--- src/rtl/mask_shifter_pkg.sv ---
package mask_shifter_pkg;

  // Operation code bit positions: {left, rotate, arith}
  localparam int OpLeftBit  = 2;
  localparam int OpRotBit   = 1;
  localparam int OpArithBit = 0;

  // Strobes from the decode to the datapath and mask logic
  typedef struct packed {
    logic left;    // mirror data around the rotator
    logic rotate;  // keep every rotated bit
    logic sra;     // arithmetic right: fill with sign
    logic sla;     // arithmetic left: keep sign, check overflow
  } shCtrl_t;

endpackage

--- src/rtl/mask_shifter_ctrl.sv ---
module mask_shifter_ctrl
  import mask_shifter_pkg::*;
(
  input  logic [2:0] op,
  output shCtrl_t    ctl
);

  logic opLeft;
  logic opRot;
  logic opArith;

  assign opLeft  = op[OpLeftBit];
  assign opRot   = op[OpRotBit];
  assign opArith = op[OpArithBit];

  always_comb begin
    ctl.left   = opLeft;
    ctl.rotate = opRot;
    ctl.sra    = !opLeft && !opRot && opArith;
    ctl.sla    =  opLeft && !opRot && opArith;
  end

  // rotation excludes both arithmetic modes, which exclude each other
  always_comb begin
    strobe_excl_chk: assert ($onehot0({ctl.rotate, ctl.sra, ctl.sla}))
      else $error("R1 strobe decode not exclusive");
  end

endmodule

--- src/rtl/mask_shifter_masks.sv ---
module mask_shifter_masks
  import mask_shifter_pkg::*;
#(
  parameter int W  = 16,
  parameter int AW = $clog2(W)
) (
  input  logic [W-1:0]  a,
  input  logic [AW-1:0] amt,
  input  shCtrl_t       ctl,
  output logic [W-1:0]  pMask,
  output logic          ovf,
  output logic          zero
);

  localparam logic [AW:0] WidthL = (AW+1)'(W);

  logic [W-1:0] fMask;     // ones in positions below W-amt
  logic [W-1:0] survMask;  // operand bits that reach the result
  logic [W-2:0] diffSign;  // operand bits unlike the sign

  // Shift mask: bit i set when i + amt < W
  for (genvar i = 0; i < W; i++) begin : g_fmask
    localparam logic [AW:0] Idx = (AW+1)'(i);
    assign fMask[i] = (Idx + {1'b0, amt}) < WidthL;
  end

  assign pMask = fMask | {W{ctl.rotate}};

  // Survivor mask in operand coordinates
  for (genvar i = 0; i < W; i++) begin : g_surv
    if (i == W-1) begin : g_top
      always_comb begin
        if (!ctl.left)    survMask[i] = pMask[W-1-i];
        else if (ctl.sla) survMask[i] = 1'b1;
        else              survMask[i] = pMask[i];
      end
    end else begin : g_low
      always_comb begin
        if (!ctl.left)    survMask[i] = pMask[W-1-i];
        else if (ctl.sla) survMask[i] = fMask[i+1];
        else              survMask[i] = pMask[i];
      end
    end
  end

  assign zero     = ~|(a & survMask);
  assign diffSign = a[W-2:0] ^ {(W-1){a[W-1]}};
  assign ovf      = ctl.sla & (|(diffSign & ~fMask[W-1:1]));

  // overflow only on arithmetic left
  always_comb begin
    ovf_mode_chk: assert (!ovf || ctl.sla)
      else $error("R7 overflow outside arithmetic left");
  end

  // shift mask holds exactly W-amt ones
  always_comb begin
    fmask_count_chk: assert ($countones(fMask) == W - int'(amt))
      else $error("R2 shift mask population wrong");
  end

endmodule

--- src/rtl/mask_shifter_dp.sv ---
module mask_shifter_dp
  import mask_shifter_pkg::*;
#(
  parameter int W  = 16,
  parameter int AW = $clog2(W)
) (
  input  logic [W-1:0]  a,
  input  logic [AW-1:0] amt,
  input  shCtrl_t       ctl,
  input  logic [W-1:0]  pMask,
  output logic [W-1:0]  y
);

  logic [W-1:0] aMir;
  logic [W-1:0] stg [AW+1];
  logic [W-1:0] tRes;
  logic         fill;

  // Input mirror for left operations
  for (genvar i = 0; i < W; i++) begin : g_in_mir
    assign aMir[i] = ctl.left ? a[W-1-i] : a[i];
  end

  assign stg[0] = aMir;

  // Logarithmic right rotator: stage k moves by 2**k
  for (genvar k = 0; k < AW; k++) begin : g_stage
    localparam int Sh = 1 << k;
    assign stg[k+1] = amt[k] ? {stg[k][Sh-1:0], stg[k][W-1:Sh]} : stg[k];
  end

  assign fill = ctl.sra & a[W-1];

  // Masked fill; position 0 carries the sign for arithmetic left
  for (genvar i = 0; i < W; i++) begin : g_fill
    if (i == 0) begin : g_lsb
      assign tRes[i] = ctl.sla ? a[W-1] : (pMask[i] ? stg[AW][i] : fill);
    end else begin : g_rest
      assign tRes[i] = pMask[i] ? stg[AW][i] : fill;
    end
  end

  // Output mirror
  for (genvar i = 0; i < W; i++) begin : g_out_mir
    assign y[i] = ctl.left ? tRes[W-1-i] : tRes[i];
  end

  // rotations keep the operand's population
  always_comb begin
    rot_count_chk: assert (!ctl.rotate || ($countones(y) == $countones(a)))
      else $error("R3 rotation lost bits");
  end

  // arithmetic left keeps the sign in place
  always_comb begin
    sla_sign_chk: assert (!ctl.sla || (y[W-1] == a[W-1]))
      else $error("R6 sign not preserved");
  end

endmodule

--- src/rtl/mask_shifter.sv ---
module mask_shifter
  import mask_shifter_pkg::*;
#(
  parameter int W  = 16,
  parameter int AW = $clog2(W)
) (
  input  logic [W-1:0]  a,
  input  logic [AW-1:0] amt,
  input  logic [2:0]    op,
  output logic [W-1:0]  y,
  output logic          ovf,
  output logic          zero
);

  shCtrl_t      ctl;
  logic [W-1:0] pMask;

  mask_shifter_ctrl u_ctrl (
    .op  (op),
    .ctl (ctl)
  );

  mask_shifter_masks #(.W(W), .AW(AW)) u_masks (
    .a     (a),
    .amt   (amt),
    .ctl   (ctl),
    .pMask (pMask),
    .ovf   (ovf),
    .zero  (zero)
  );

  mask_shifter_dp #(.W(W), .AW(AW)) u_dp (
    .a     (a),
    .amt   (amt),
    .ctl   (ctl),
    .pMask (pMask),
    .y     (y)
  );

  // mask-derived zero flag agrees with the rotated result
  always_comb begin
    zero_flag_chk: assert (zero == (y == '0))
      else $error("R8 zero flag mismatch");
  end

  // zero amount is identity without overflow
  always_comb begin
    ident_chk: assert ((amt != '0) || ((y == a) && !ovf))
      else $error("R9 zero amount not identity");
  end

endmodule

--- config.mk ---
export PLATFORM = sky130hd
export DESIGN_NAME = mask_shifter
export DESIGN_NICKNAME = d
export VERILOG_FILES = /design/src/rtl/mask_shifter_pkg.sv /design/src/rtl/mask_shifter_ctrl.sv /design/src/rtl/mask_shifter_masks.sv /design/src/rtl/mask_shifter_dp.sv /design/src/rtl/mask_shifter.sv
export SDC_FILE = /design/constraint.sdc
export NUM_CORES = 1
export LEC_CHECK = 0
export BUFFER_PORTS_ARGS = -buffer_cell sky130_fd_sc_hd__buf_2
export CORE_ASPECT_RATIO = 1.2
export CORE_UTILIZATION = 35
export DETAILED_ROUTE_END_ITERATION = 6
export PLACE_DENSITY_LB_ADDON = 0.2
export REMOVE_ABC_BUFFERS = 1
export SYNTH_ARGS = -nofsm -noshare
export SYNTH_HDL_FRONTEND = slang
export SYNTH_HIERARCHICAL = 1
export SYNTH_SLANG_ARGS = --single-unit
export TNS_END_PERCENT = 50
--- constraint.sdc ---
create_clock -name vclk -period 3.79
set_clock_uncertainty 0.15 [all_clocks]
set_input_delay 0.9475 -clock vclk [all_inputs]
set_output_delay 0.9475 -clock vclk [all_outputs]
set_load 0.02 [all_outputs]
==> results by group <==
Global routing
  • Grt total ovfl: 0
  • Vias in the first global route: 3598
  • Largest net degree at the start of global routing: 25
  • Gr usage total: 28.4%
  • First-pass GRT wire length: 19200 um
  • Antenna violations before repair: 0

Synthesis
  • Most numerous cell in the Yosys netlist: nand2_1
  • Syn Inst Count: 381
  • Post-Synthesis Cell Area: 2830 um2
  • Sequential area share after synthesis: 0%
  • Mapped Avg Cell Area: 7.42 um2
  • Commonest cells post-synth: nand2_1, o21ai_0, mux2i_1
  • Top cells by area, synth: mux4_2, mux2i_1, o21ai_0, nand2_1, mux4_1
  • Yosys warns: 6
  • Leading area contributor after synthesis: mux4_2
  • Yosys cell types: 68
  • Yosys top cell area share: 12.7%

Drt
  • Post-detailed-route count of antenna-violating nets: 0
  • Routed vias/inst: 6.41
  • Remaining DRCs: 6
  • DR iter-0 viols: 397
  • Total wire length: 12200 um
  • Pre-Repair DR Iteration Count: 7
  • Routed vias: 3780
  • Per-cell routed wire length: 20.7 um

Placement
  • DPL Wire Length: 9190 um
  • GPL Wtd Cong: 0.978
  • Placed inst area: 3700 um2
  • Port buffer count: 41
  • Placed cells: 582

Job
  • Max cap viols: 0

Critical path
  • CP Class: in2out
  • Critical path peak fanout: 7
  • Critical Path Sink Type: primary output
  • Crit path DAT: 2760 ps
  • Setup crit start kind: primary input
  • Critical path required time: 2690 ps

STA
  • Period utilization: 102%
  • Max Clock Freq: 0.259 GHz
  • Worst-Margin Slew: 577 ps
  • Rel. slew slack: 61.1%
  • Period minus WS final: 3860 ps
  • Final-report max-slew violation count: 0
  • RSZ-0062 raised after global routing: yes
  • Setup slack after layout: -67.0 ps
  • Final hold violation count: 0
  • # setup viols final: 8

Min path
  • Hold Path Class: in2out
  • Hold EP: zero
  • Worst Hold Depth: 6
  • Origin of the worst min-delay path: a[13]

Floorplan
  • Die ar.: 8440 um2
  • Cell Rows: 35
  • Total I/O pin count: 41
  • CORE AREA: 7750 um2
  • Die height: 100 um
  • Initial Util: 36.5%
  • Width of the die: 84.1 um

Power and ir drop
  • VDD IR-drop max: 0.0360 mV
  • Switch share: 51.5%
  • Cell Pwr Density: 154 nW/um2
  • Flop pwr share: 0%
  • Internal: 0.309 mW
  • P_sw: 0.328 mW
  • Comb pwr share: 100.0%
  • Leak pwr: 1.80 nW
  • Clock power frac: 0%

Layout
  • FF/Latch Area: 0 um2
  • Clock buffers: 0
  • Antenna Cells: 0
  • Layout cells sized above 1: 47.2%
  • Layout area overhead: 46.6%
  • Nets: 523
  • Final std cells w/o fill: 590
  • Seq_cells: 0
  • Fin area: 4150 um2

Status
  • Failing checks: design-rule violations, negative setup slack
  • Status: finished with violations
[worst max-delay path by stage]
| stage | from | endpoint |
|---|---|---|
| after floorplan | op[1] | zero |
| after global placement | amt[2] | zero |
| after detailed placement | amt[2] | zero |
| after CTS | amt[2] | y[13] |
| after global routing | amt[2] | y[13] |
| final | amt[2] | y[13] |
[worst max-delay path: stages]
cell	delay (ps)
buf_12	120
buf_8	140
mux2i_1	130
a22oi_2	220
o211ai_2	140
mux4_2	490
mux2_4	280
mux2i_1	130
buf_4	160
[placed cells by master, fill, tap and decap left out, types with 4 or more instances in the layout]
cell        n
o21ai_1     7
mux2_4      5
o221ai_1    5
buf_6      10
o22ai_1    13
a32oi_1     4
o211ai_1    7
or2_2       8
nand3_1     5
a21o_1      5
mux4_2     20
a31oi_1     5
nor2b_1     6
nor2_1     15
buf_2      19
o22a_1      4
nand2b_1   10
o21ai_0    29
nand4_1     8
inv_1      14
a21oi_1    14
nor3_1      6
buf_4     118
a211oi_2    4
and2_1      5
mux2i_1    23
nand2_1    33
[power by group through the flow]
stage	registers [mW]	logic (mW)	clock network, mW
floorplan	0	0.280	0
finish	0	0.638	0
global placement	0	0.538	0
CTS	0	0.593	0
global route	0	0.677	0
detailed placement	0	0.539	0
[routing by layer]
layer	GRT usage, %	share of wire (%)	routed length (um)	up-vias
met5	0	0	0	-
met4	14.6	5.0	614	0
met3	1.64	6.4	779	36
met2	49.1	47	5790	177
met1	36.0	41	5000	1835
li1	-	-	-	1732
[logic make-up after synthesis]
| logic type | share of synthesized area (%) |
|---|---|
| AOI/OAI and AO/OA | 35.1 |
| xor gates and xnor gates | 0.929 |
| adders and majority gates | 1.06 |
| buffers and inverters | 10.7 |
| muxes | 29.3 |
| other | 0.133 |
| and+or+nand+nor | 22.7 |
[through the flow]
step | setup slack (ps) | TNS (ps) | power (mW) | hold slack (ps) | util [%]
floorplan | -36.0 | -36.0 | 0.280 | 1890 | -
global placement | -374 | -4820 | 0.538 | 2430 | 47.7
detailed placement | -326 | -4600 | 0.539 | 2430 | 47.7
CTS | -53.0 | -154 | 0.593 | 2380 | 51.4
global route | -148 | -1140 | 0.677 | 2390 | 53.5
finish | -67.0 | -266 | 0.638 | 2350 | 53.5
[repair_timing]
item / in CTS / in global routing
pin swaps: 13 / 15
setup endpoints to repair: 18 / 18
hold buffers: 0 / 0
gates cloned: 2 / 0
hold endpoints to repair: 0 / 0
resized for setup: 65 / 42
setup buffers: 4 / 2
[final cells by class]
| cell class | count | area, um2 |
|---|---|---|
| Fill cell | 757 | 3610 |
| Inverter | 16 | 60.1 |
| Multi-Input combinational cell | 327 | 2720 |
| Tap cell | 92 | 115 |
| Timing Repair Buffer | 155 | 1250 |
(Power assumes the default switching activity.)
